File: src/rtl/i2c_slv_pkg.sv
package i2c_slv_pkg;
  localparam int BYTE_W    = 8;
  localparam int BIT_CNT_W = $clog2(BYTE_W + 1);
  localparam int REG_ADDR_W = 2;

  localparam logic [REG_ADDR_W-1:0] REG_CTRL   = 2'd0;
  localparam logic [REG_ADDR_W-1:0] REG_STATUS = 2'd1;
  localparam logic [REG_ADDR_W-1:0] REG_OWN    = 2'd2;
  localparam logic [REG_ADDR_W-1:0] REG_DATA   = 2'd3;

  localparam logic [BYTE_W-1:0] CODE_NONE      = 8'hF8;
  localparam logic [BYTE_W-1:0] CODE_RX_ADDR   = 8'h60;
  localparam logic [BYTE_W-1:0] CODE_RX_GCALL  = 8'h70;
  localparam logic [BYTE_W-1:0] CODE_RX_ACK    = 8'h80;
  localparam logic [BYTE_W-1:0] CODE_RX_NACK   = 8'h88;
  localparam logic [BYTE_W-1:0] CODE_GC_ACK    = 8'h90;
  localparam logic [BYTE_W-1:0] CODE_GC_NACK   = 8'h98;
  localparam logic [BYTE_W-1:0] CODE_END       = 8'hA0;
  localparam logic [BYTE_W-1:0] CODE_TX_ADDR   = 8'hA8;
  localparam logic [BYTE_W-1:0] CODE_TX_ACK    = 8'hB8;
  localparam logic [BYTE_W-1:0] CODE_TX_NACK   = 8'hC0;
  localparam logic [BYTE_W-1:0] CODE_TX_LAST   = 8'hC8;

  typedef enum logic [2:0] {
    ST_IDLE, ST_ADDR, ST_ADDR_ACK, ST_RX, ST_RX_ACK, ST_TX, ST_TX_ACK, ST_WAIT
  } engState_t;

  typedef struct packed {
    logic              shiftIn;
    logic              loadTx;
    logic              shiftTx;
    logic              captureRx;
    logic              setFlag;
    logic [BYTE_W-1:0] code;
  } dpCmd_t;
endpackage

File: src/rtl/i2c_line_sync.sv
module i2c_line_sync #(
  parameter int STAGES = 2
) (
  input  logic clk,
  input  logic rst_n,
  input  logic sclIn,
  input  logic sdaIn,
  output logic sclS,
  output logic sdaS,
  output logic sclRise,
  output logic sclFall,
  output logic startSeen,
  output logic stopSeen
);
  localparam int LINES = 2;

  logic [LINES-1:0] lineIn;
  logic [LINES-1:0] lineSync;
  logic [LINES-1:0] linePrev;

  assign lineIn = {sdaIn, sclIn};

  for (genvar g = 0; g < LINES; g++) begin : gLine
    logic [STAGES-1:0] pipe;
    always_ff @(posedge clk or negedge rst_n) begin
      if (!rst_n) begin
        pipe        <= '1;
        linePrev[g] <= 1'b1;
      end else begin
        pipe        <= {pipe[STAGES-2:0], lineIn[g]};
        linePrev[g] <= pipe[STAGES-1];
      end
    end
    assign lineSync[g] = pipe[STAGES-1];
  end

  assign sclS      = lineSync[0];
  assign sdaS      = lineSync[1];
  assign sclRise   = lineSync[0] & ~linePrev[0];
  assign sclFall   = ~lineSync[0] & linePrev[0];
  assign startSeen = lineSync[0] & linePrev[0] & linePrev[1] & ~lineSync[1];
  assign stopSeen  = lineSync[0] & linePrev[0] & ~linePrev[1] & lineSync[1];
endmodule

File: src/rtl/i2c_slv_dp.sv
module i2c_slv_dp
  import i2c_slv_pkg::*;
(
  input  logic                  clk,
  input  logic                  rst_n,
  input  logic                  hostWr,
  input  logic [REG_ADDR_W-1:0] hostAddr,
  input  logic [BYTE_W-1:0]     hostWdata,
  output logic [BYTE_W-1:0]     hostRdata,
  input  dpCmd_t                cmd,
  input  logic                  sdaS,
  output logic                  enable,
  output logic                  ackEn,
  output logic                  flag,
  output logic [BYTE_W-2:0]     ownAddr,
  output logic                  gcEn,
  output logic [BYTE_W-1:0]     rxByte,
  output logic                  txMsb
);
  logic [BYTE_W-1:0] codeReg, ownReg, dataReg, rxShift, txShift;
  logic              wrCtrl;

  assign wrCtrl = hostWr && (hostAddr == REG_CTRL);

  always_ff @(posedge clk or negedge rst_n) begin
    if (!rst_n) begin
      enable  <= 1'b0;
      ackEn   <= 1'b0;
      flag    <= 1'b0;
      codeReg <= CODE_NONE;
      ownReg  <= '0;
    end else begin
      if (wrCtrl) begin
        enable <= hostWdata[0];
        ackEn  <= hostWdata[1];
      end
      if (cmd.setFlag) begin
        flag    <= 1'b1;
        codeReg <= cmd.code;
      end else if (wrCtrl && hostWdata[BYTE_W-1]) begin
        flag <= 1'b0;
      end
      if (hostWr && hostAddr == REG_OWN) ownReg <= hostWdata;
    end
  end

  always_ff @(posedge clk or negedge rst_n) begin
    if (!rst_n) begin
      dataReg <= '0;
      rxShift <= '0;
      txShift <= '1;
    end else begin
      if (cmd.shiftIn) rxShift <= {rxShift[BYTE_W-2:0], sdaS};
      if (cmd.captureRx) dataReg <= rxShift;
      else if (hostWr && hostAddr == REG_DATA) dataReg <= hostWdata;
      if (cmd.loadTx) txShift <= dataReg;
      else if (cmd.shiftTx) txShift <= {txShift[BYTE_W-2:0], 1'b1};
    end
  end

  assign ownAddr = ownReg[BYTE_W-1:1];
  assign gcEn    = ownReg[0];
  assign rxByte  = rxShift;
  assign txMsb   = txShift[BYTE_W-1];

  always_comb begin
    case (hostAddr)
      REG_CTRL:   hostRdata = {flag, {(BYTE_W-3){1'b0}}, ackEn, enable};
      REG_STATUS: hostRdata = flag ? codeReg : CODE_NONE;
      REG_OWN:    hostRdata = ownReg;
      default:    hostRdata = dataReg;
    endcase
  end

  // a write of 1 to the flag clears it unless an event lands in the same cycle
  p_flag_w1c_r2: assert property (@(posedge clk) disable iff (!rst_n)
    (wrCtrl && hostWdata[BYTE_W-1] && !cmd.setFlag) |=> !flag);

  // an event always wins over a simultaneous clear
  p_event_raises_flag_r4: assert property (@(posedge clk) disable iff (!rst_n)
    cmd.setFlag |=> flag);
endmodule

File: src/rtl/i2c_slv_ctrl.sv
module i2c_slv_ctrl
  import i2c_slv_pkg::*;
(
  input  logic              clk,
  input  logic              rst_n,
  input  logic              enable,
  input  logic              ackEn,
  input  logic              flag,
  input  logic [BYTE_W-2:0] ownAddr,
  input  logic              gcEn,
  input  logic [BYTE_W-1:0] rxByte,
  input  logic              txMsb,
  input  logic              sclS,
  input  logic              sdaS,
  input  logic              sclRise,
  input  logic              sclFall,
  input  logic              startSeen,
  input  logic              stopSeen,
  output dpCmd_t            cmd,
  output logic              sclLow,
  output logic              sdaLow
);
  localparam logic [BIT_CNT_W-1:0] LAST_BIT  = BIT_CNT_W'(BYTE_W - 1);
  localparam logic [BIT_CNT_W-1:0] FULL_BYTE = BIT_CNT_W'(BYTE_W);

  engState_t            state, stateN;
  logic [BIT_CNT_W-1:0] bitCnt, cntN;
  logic isTx, isTxN, isGc, isGcN, addressed, addrN;
  logic lastByte, lastN, ackDrive, ackDrvN, masterAck, mAckN;
  logic ownHit, gcHit;

  assign ownHit = (rxByte[BYTE_W-1:1] == ownAddr);
  assign gcHit  = gcEn && (rxByte == '0);

  always_comb begin
    cmd     = '0;
    stateN  = state;
    cntN    = bitCnt;
    isTxN   = isTx;
    isGcN   = isGc;
    addrN   = addressed;
    lastN   = lastByte;
    ackDrvN = ackDrive;
    mAckN   = masterAck;
    if (!enable) begin
      stateN  = ST_IDLE;
      addrN   = 1'b0;
      ackDrvN = 1'b0;
    end else if (startSeen || stopSeen) begin
      stateN  = startSeen ? ST_ADDR : ST_IDLE;
      cntN    = '0;
      ackDrvN = 1'b0;
      addrN   = 1'b0;
      if (addressed) begin
        cmd.setFlag = 1'b1;
        cmd.code    = CODE_END;
      end
    end else begin
      unique case (state)
        ST_ADDR, ST_RX: begin
          if (sclRise && bitCnt != FULL_BYTE) begin
            cmd.shiftIn = 1'b1;
            cntN        = bitCnt + 1'b1;
          end else if (sclFall && bitCnt == FULL_BYTE) begin
            if (state == ST_ADDR) begin
              if (ackEn && ownHit) begin
                isTxN   = rxByte[0];
                isGcN   = 1'b0;
                ackDrvN = 1'b1;
                stateN  = ST_ADDR_ACK;
              end else if (ackEn && gcHit) begin
                isTxN   = 1'b0;
                isGcN   = 1'b1;
                ackDrvN = 1'b1;
                stateN  = ST_ADDR_ACK;
              end else begin
                stateN = ST_IDLE;
              end
            end else begin
              cmd.captureRx = 1'b1;
              ackDrvN       = ackEn;
              stateN        = ST_RX_ACK;
            end
          end
        end
        ST_ADDR_ACK: if (sclFall) begin
          ackDrvN     = 1'b0;
          addrN       = 1'b1;
          cmd.setFlag = 1'b1;
          cmd.code    = isTx ? CODE_TX_ADDR : (isGc ? CODE_RX_GCALL : CODE_RX_ADDR);
          stateN      = ST_WAIT;
        end
        ST_RX_ACK: if (sclFall) begin
          ackDrvN     = 1'b0;
          cmd.setFlag = 1'b1;
          if (ackDrive) begin
            cmd.code = isGc ? CODE_GC_ACK : CODE_RX_ACK;
            stateN   = ST_WAIT;
          end else begin
            cmd.code = isGc ? CODE_GC_NACK : CODE_RX_NACK;
            stateN   = ST_IDLE;
            addrN    = 1'b0;
          end
        end
        ST_WAIT: if (!flag) begin
          cntN = '0;
          if (isTx) begin
            cmd.loadTx = 1'b1;
            lastN      = !ackEn;
            stateN     = ST_TX;
          end else begin
            stateN = ST_RX;
          end
        end
        ST_TX: if (sclFall) begin
          if (bitCnt == LAST_BIT) begin
            stateN = ST_TX_ACK;
          end else begin
            cntN        = bitCnt + 1'b1;
            cmd.shiftTx = 1'b1;
          end
        end
        ST_TX_ACK: begin
          if (sclRise) mAckN = !sdaS;
          if (sclFall) begin
            cmd.setFlag = 1'b1;
            if (!masterAck) begin
              cmd.code = CODE_TX_NACK;
              stateN   = ST_IDLE;
              addrN    = 1'b0;
            end else if (lastByte) begin
              cmd.code = CODE_TX_LAST;
              stateN   = ST_IDLE;
              addrN    = 1'b0;
            end else begin
              cmd.code = CODE_TX_ACK;
              stateN   = ST_WAIT;
            end
          end
        end
        default: ;
      endcase
    end
  end

  always_ff @(posedge clk or negedge rst_n) begin
    if (!rst_n) begin
      state     <= ST_IDLE;
      bitCnt    <= '0;
      isTx      <= 1'b0;
      isGc      <= 1'b0;
      addressed <= 1'b0;
      lastByte  <= 1'b0;
      ackDrive  <= 1'b0;
      masterAck <= 1'b0;
    end else begin
      state     <= stateN;
      bitCnt    <= cntN;
      isTx      <= isTxN;
      isGc      <= isGcN;
      addressed <= addrN;
      lastByte  <= lastN;
      ackDrive  <= ackDrvN;
      masterAck <= mAckN;
    end
  end

  assign sclLow = flag && (state == ST_WAIT);
  assign sdaLow = ((state == ST_TX) && !txMsb) ||
                  (((state == ST_ADDR_ACK) || (state == ST_RX_ACK)) && ackDrive);

  // the slave never moves SDA while the synchronized SCL is high
  p_sda_moves_scl_low_r7: assert property (@(posedge clk) disable iff (!rst_n)
    (enable && !$stable(sdaLow)) |-> !sclS);

  // clock stretching only happens with the flag pending
  p_stretch_needs_flag_r4: assert property (@(posedge clk) disable iff (!rst_n)
    sclLow |-> flag);

  // once the flag is cleared while waiting, SCL is let go
  p_clear_releases_scl_r4: assert property (@(posedge clk) disable iff (!rst_n)
    (enable && state == ST_WAIT && !flag && !startSeen && !stopSeen) |=> !sclLow);

  // an address byte with acknowledge disabled is never acknowledged
  p_no_ack_when_off_r9: assert property (@(posedge clk) disable iff (!rst_n)
    (enable && !startSeen && !stopSeen && state == ST_ADDR && sclFall &&
     bitCnt == FULL_BYTE && !ackEn) |=> !sdaLow);

  // after the last byte the slave neither stretches nor drives SDA
  p_last_byte_detach_r8: assert property (@(posedge clk) disable iff (!rst_n)
    (enable && !startSeen && !stopSeen && state == ST_TX_ACK && sclFall && lastByte)
      |=> (!sclLow && !sdaLow));
endmodule

File: src/rtl/i2c_status_slave.sv
module i2c_status_slave
  import i2c_slv_pkg::*;
#(
  parameter int SYNC_STAGES = 2
) (
  input  logic       clk,
  input  logic       rst_n,
  input  logic       hostWr,
  input  logic [1:0] hostAddr,
  input  logic [7:0] hostWdata,
  output logic [7:0] hostRdata,
  input  logic       sclIn,
  input  logic       sdaIn,
  output logic       sclDriveLow,
  output logic       sdaDriveLow
);
  dpCmd_t            cmd;
  logic              sclS, sdaS, sclRise, sclFall, startSeen, stopSeen;
  logic              enable, ackEn, flag, gcEn, txMsb;
  logic [BYTE_W-2:0] ownAddr;
  logic [BYTE_W-1:0] rxByte;

  i2c_line_sync #(.STAGES(SYNC_STAGES)) uSync (
    .clk(clk), .rst_n(rst_n), .sclIn(sclIn), .sdaIn(sdaIn),
    .sclS(sclS), .sdaS(sdaS), .sclRise(sclRise), .sclFall(sclFall),
    .startSeen(startSeen), .stopSeen(stopSeen)
  );

  i2c_slv_dp uDp (
    .clk(clk), .rst_n(rst_n), .hostWr(hostWr), .hostAddr(hostAddr),
    .hostWdata(hostWdata), .hostRdata(hostRdata), .cmd(cmd), .sdaS(sdaS),
    .enable(enable), .ackEn(ackEn), .flag(flag), .ownAddr(ownAddr),
    .gcEn(gcEn), .rxByte(rxByte), .txMsb(txMsb)
  );

  i2c_slv_ctrl uCtrl (
    .clk(clk), .rst_n(rst_n), .enable(enable), .ackEn(ackEn), .flag(flag),
    .ownAddr(ownAddr), .gcEn(gcEn), .rxByte(rxByte), .txMsb(txMsb),
    .sclS(sclS), .sdaS(sdaS), .sclRise(sclRise), .sclFall(sclFall),
    .startSeen(startSeen), .stopSeen(stopSeen), .cmd(cmd),
    .sclLow(sclDriveLow), .sdaLow(sdaDriveLow)
  );
endmodule

File: config.mk
export PLATFORM = sky130hd
export DESIGN_NAME = i2c_status_slave
export DESIGN_NICKNAME = d
export VERILOG_FILES = /design/src/rtl/i2c_slv_pkg.sv /design/src/rtl/i2c_line_sync.sv /design/src/rtl/i2c_slv_dp.sv /design/src/rtl/i2c_slv_ctrl.sv /design/src/rtl/i2c_status_slave.sv
export SDC_FILE = /design/constraint.sdc
export NUM_CORES = 1
export LEC_CHECK = 0
export BUFFER_PORTS_ARGS = -buffer_cell sky130_fd_sc_hd__buf_2
export CORE_UTILIZATION = 62
export CTS_BUF_LIST = sky130_fd_sc_hd__clkbuf_4
export DETAILED_ROUTE_END_ITERATION = 16
export HOLD_SLACK_MARGIN = 0.03
export PLACE_DENSITY = 0.82
export SYNTH_ARGS = -nofsm -noshare
export SYNTH_HDL_FRONTEND = slang
export SYNTH_SLANG_ARGS = --single-unit
File: constraint.sdc
create_clock -name clk -period 2.5 [get_ports clk]
set_input_delay 0 -clock clk [delete_from_list [all_inputs] [get_ports clk]]
set_output_delay 0 -clock clk [all_outputs]
set_load 0.005 [all_outputs]
# ---- Word-level counts from Yosys, hierarchy flattened
# Index checks and enable logic that the tools add are counted.
dict set report classes {
  addsub 1
  reduce_logical 34
  n_eq_ne 33
  muxes 81
  bitwise 14
}
# operator count
set ops {}
lappend ops {{$mux 8} 8}
lappend ops {{$mux 3} 16}
lappend ops {{$mux 9} 5}
lappend ops {{$mux 1} 34}
lappend ops {{$ne 4x2->1 const B} 8}
lappend ops {{$pmux 9 s3} 1}
lappend ops {{$mux 4} 6}
lappend ops {{$pmux 8 s3} 1}
lappend ops {{$pmux 3 s6} 1}
lappend ops {{$mux 5} 3}
lappend ops {{$mux 13} 1}
lappend ops {{$eq 3x3->1 const B} 4}
lappend ops {{$logic_and 1x1->1} 12}
lappend ops {{$pmux 4 s3} 1}
lappend ops {{$reduce_and 6->1} 2}
lappend ops {{$reduce_and 5->1} 2}
lappend ops {{$reduce_and 9->1} 1}
lappend ops {{$logic_not 8->1} 1}
lappend ops {{$ne 4x3->1 const B} 2}
lappend ops {{$ne 4x4->1 const B} 2}
lappend ops {{$ne 8x1->1 const B} 1}
lappend ops {{$reduce_bool 2->1} 4}
lappend ops {{$and 1x1->1} 7}
lappend ops {{$eq 7x7->1} 1}
lappend ops {{24 further kinds} 39}
dict set report totals {
  in_bits 15
  out_inout_bits 10
  word_cells 183
  ff_bits 62
}

# ---- Depth between registers and ports, before layout
dict set report logic_depth {
  word_depth 11
  ltp_mapped 8
  depth_no_buf 7
}

# ---- Cells and area by module
# A second synthesis with hierarchy kept.
dict set report hier_totals {
  hier_cells 328
  hier_area_um2 3550.9
}
# mod instances seq_area_each_um2 cells_each area_per_inst_um2
set by_module_without_submodules {}
lappend by_module_without_submodules {i2c_slv_dp 1 1092.3 159 2065.7}
lappend by_module_without_submodules {i2c_slv_ctrl 1 325.3 159 1295.0}
lappend by_module_without_submodules {i2c_line_sync 1 157.7 10 190.2}

# ---- Least setup slack after synthesis
# OpenSTA, ideal clock, no wires.
dict set report synth_timing {
  path_kind {register -> register}
  from {reg uCtrl.bitCnt[0]}
  to {reg uCtrl.state[0]}
  stages_incl_launch_ff 8
  setup_ns 0.120
  t_required_ns 2.380
  setup_slack_ns 0.614
  arrival_ns 1.767
  synth_period_minus_slack_ns 1.886
  n_path_buf 1
  cell_sequence {dfrtp_1 > ha_1 > and3b_1 > nor3_1 > or4_1 > buf_2 > and3_1 > a31o_1}
}
dict set report synth_between {
  elab_chain_cells 4
  elab_cells_between_ends 9
  classes_between {6 x eq/ne; 3 x reduce/logical}
}
# item line_no
set synth_lines {}
lappend synth_lines {{from (decl)} i2c_slv_ctrl.sv:27} ;# logic [BIT_CNT_W-1:0] bitCnt, cntN;
lappend synth_lines {{from (signal assigned)} i2c_slv_ctrl.sv:158} ;# bitCnt <= cntN;
lappend synth_lines {{$ne 4x4->1 or $eq 4x4->1 (tied branches)} {i2c_slv_ctrl.sv:61, i2c_slv_ctrl.sv:64}}
lappend synth_lines {{$logic_and 1x1->1 (on tied branches)} {i2c_slv_ctrl.sv:61, i2c_slv_ctrl.sv:64}}
lappend synth_lines {{$ne 4x3->1 (no source line) or $ne 4x2->1 (tied branches)} -}
lappend synth_lines {{$reduce_and 9->1 (no source line) *} -}
lappend synth_lines {{to (signal assigned)} i2c_slv_ctrl.sv:157} ;# state <= stateN;
lappend synth_lines {{to (decl)} i2c_slv_ctrl.sv:26} ;# engState_t state, stateN;
# Every way passes the cells marked *; elsewhere a longest branch is shown, timed or not.
# A chain may end at the register's enable or synchronous reset.

# ---- Final worst setup path
dict set report layout_timing {
  from {reg uCtrl.state[0]}
  to {reg uCtrl.state[0]}
}
dict set report layout_between {
  elab_chain_cells 7
  elab_cells_between_ends 24
  classes_between {16 x eq/ne; 6 x mux; 2 x reduce/logical}
}
# item line_no
set layout_lines {}
lappend layout_lines {{$eq 3x1->1} {i2c_slv_ctrl.sv:59, i2c_slv_ctrl.sv:65}}
lappend layout_lines {{$mux 3} i2c_slv_ctrl.sv:65} ;# if (state == ST_ADDR) begin
lappend layout_lines {{$mux 3} i2c_slv_ctrl.sv:64} ;# end else if (sclFall && bitCnt == FULL_BYTE) begin
lappend layout_lines {{$mux 3} i2c_slv_ctrl.sv:61} ;# if (sclRise && bitCnt != FULL_BYTE) begin
lappend layout_lines {{$pmux 3 s6} i2c_slv_ctrl.sv:59} ;# unique case (state)
lappend layout_lines {{$mux 3} i2c_slv_ctrl.sv:49} ;# end else if (startSeen || stopSeen) begin
lappend layout_lines {{$mux 3} i2c_slv_ctrl.sv:45} ;# if (!enable) begin
# Parallel ways exist; a longest one is shown, timed or not. The select of a mux whose other input is x is not followed.

==> impl_metrics.yaml <==
run_status:
  status: "completed"
timing:
  worst_slew_pin_slew_ps: 1050
  rsz0062_at_grt: "no"
  finalHoldViolCount: 0
  slew_viol_final: 0
  tns_ps: 0
  finalClockSkew_ps: 15.9
  setup_violations: 0
  whs_ps: 233
  period_share_pct: 84.3
  max_freq_ghz: 0.474
  relSlewSlack_pct: 30.0
  fin_crit_ps: 2110
hold_path:
  hp-class: "primary input to register"
cts:
  clock_sinks: 59
  cts_tree: "built"
  clockBufferDepth: 2
  clock_latency_ps: 410
  post_cts_buffers: 0
  clkTransAtPathRegs_ps: 100
  htree_levels: 3
  cts_root_buffer: "clkbuf_4"
  cts_made_buffers: 9
routing:
  num_vias: 2758
  viasPerCell: 6.31
  drcViolationCount: 0
  routed_wl_mm: 7.84
  drt_iter0_drc: 334
  wire_per_inst_um: 17.9
  drt-pass1-iter-count: 5
  antenna_left: 0
critical_path:
  worstPathRequired_ps: 2800
  cp_cell_sequence: "nand2b_1 > a21oi_1 > or4_1 > and3_1 > a31o_1"
  cp.arrival_ps: 2410
  max_stage_delay_ps: 710
  crit_slowest_cell: "dfrtp_1"
  criticalPathCategory: "register to register"
  end_kind: "register"
  startpoint_type: "register"
  crit_fanout: 20
power:
  p_leak_nw: 1.55
  ir_worst_vdd_uv: 569
  power.density_nw_per_um2: 562
floorplan:
  dieArea_um2: 5580
  die_h_um: 74.7
  initial_utilization_pct: 64.2
  io_pins: 25
  num_rows: 26
  die_w_um: 74.7
  coreArea_um2: 5110
synthesis:
  synth_area_per_cell_um2: 10.2
  postSynthCellCount: 322
  ys_warn_count: 0
  synth_largest_area_cell: "dfrtp_1"
  ys_seq_area_share_pct: 45.8
  synth_seq_cells: 59
  ys.flop_type: "dfrtp_1"
  synth_edf_count: 0
  synthTopCellsByArea: "dfrtp_1, dfstp_2, mux2_2"
  yosysUniqueCellTypes: 59
  synth_nets: 339
  synthArstFlopShare_pct: 100
  netlist.area_leader.share_pct: 30.5
  syn-cell-area_um2: 3280
layout:
  finalNetCount: 379
  fin_util_pct: 72.8
  diodes: 0
  final_common_cell: "dfrtp_1"
  drive_gt1_share_pct: 28.9
  final_cell_mix: "dfrtp_1, nand2_1, o21ai_0"
  area_delta_synth_final_pct: 13.4
  nFillCells: 378
global_route:
  grtUsageTotal_pct: 31.4
  grt_pass1_wl_mm: 12.7
  overflow: 0
  antenna_found_initial: 0
  grt_pass1_vias: 2503
  grt_max_degree: 49
placement:
  numPortBuffers: 24
  gp_congestion: 0.936
  hpwl_mm: 5.44
job:
  drv_cap: 0
[power breakdown]
part	switching [mW]	internal (mW)
registers	0.0879	1.03
logic	0.152	0.149
clock network	0.343	0.333
[timing repair]
action / in CTS / in global routing
hold buffers: 12 / 0
endpoints found under the setup margin: 0 / 0
endpoints found under the hold margin: 61 / 0
resized for setup: 0 / 0
[critical path: cells and delay by family (launching register included)]
kind / cells / cell delay [ps]
simple gates: 3 / 1050
flops: 1 / 710
compound gates: 2 / 240
[cell type report]
cell class | instances | area, um2 | area share (%)
Multi-Input combinational cell | 242 | 1680 | 45.1
Sequential cell | 59 | 1500 | 40.4
Timing Repair Buffer | 43 | 293 | 7.88
Clock buffer | 12 | 90.1 | 2.42
Tap cell | 70 | 87.6 | 2.36
Clock inverter | 4 | 43.8 | 1.18
Inverter | 7 | 26.3 | 0.707
[sequential cells by signal (all words and copies together) (netlist names), 2 cells and up]
register	count
uDp.codeReg	5
uDp.dataReg	8
uCtrl.bitCnt	4
uCtrl.state	3
uSync.linePrev	2
uDp.txShift	8
uSync.gLine.pipe	4
uDp.ownReg	8
uDp.rxByte	8
[cells by family (layout without fill, tap and decap cells)]
kind of cell	count (synthesis)	after routing	synth area share [%]
and+or+nand+nor	108	108	17.0
AOI/OAI and AO/OA	79	79	16.0
DFF	59	59	45.8
muxes	44	44	14.7
buffers and inverters	21	66	3.09
xor gates and xnor gates	9	9	2.63
adders and majority gates	2	2	0.763
[synth_stat cells (5+ instances only)]
library cell	count
dfrtp_1	40
nand2_1	38
o21ai_0	31
mux2_2	24
nor2_1	20
dfstp_2	19
mux2i_1	19
a21oi_2	9
nand2b_1	8
a21oi_1	7
clkbuf_1	7
inv_1	7
nor2b_1	7
nor3_1	7
xnor2_1	7
nand3_1	6
o21ai_1	5
[layer usage]
layer	global-route usage, %	vias to the layer above	routed length (um)
li1	-	1252	-
met1	45.3	1350	3470
met2	46.1	129	3640
met3	5.76	27	518
met4	14.5	0	204
met5	0	-	0
[stage by stage]
stage	std cells	setup slack, ps	cell area (um2)	total power [mW]
6_report	437	392	3720	2.09
4_1_cts	437	446	3720	2.08
3_3_place_gp	409	444	3460	1.39
3_5_place_dp	409	446	3460	1.41
2_1_floorplan	322	614	3280	1.28
5_1_grt	437	192	3720	2.18
[final timing paths]
| kind | start | to | slack (ps) | cells past startpoint |
|---|---|---|---|---|
| max | uCtrl.state[0] | uCtrl.state[0] | 390 | 5 |
| min | sdaIn | uSync.gLine[1].pipe[0] | 230 | 2 |
| max reg2reg | uCtrl.state[0] | uCtrl.state[0] | 390 | 5 |
| min reg2reg | uSync.gLine[1].pipe[0] | uSync.gLine[1].pipe[1] | 370 | 0 |
| max in group asynchronous | rst_n | uDp.txShift[2] | 1380 | 3 |
| min in group asynchronous | rst_n | uCtrl.state[2] | 310 | 2 |
(Power assumes the default switching activity.)
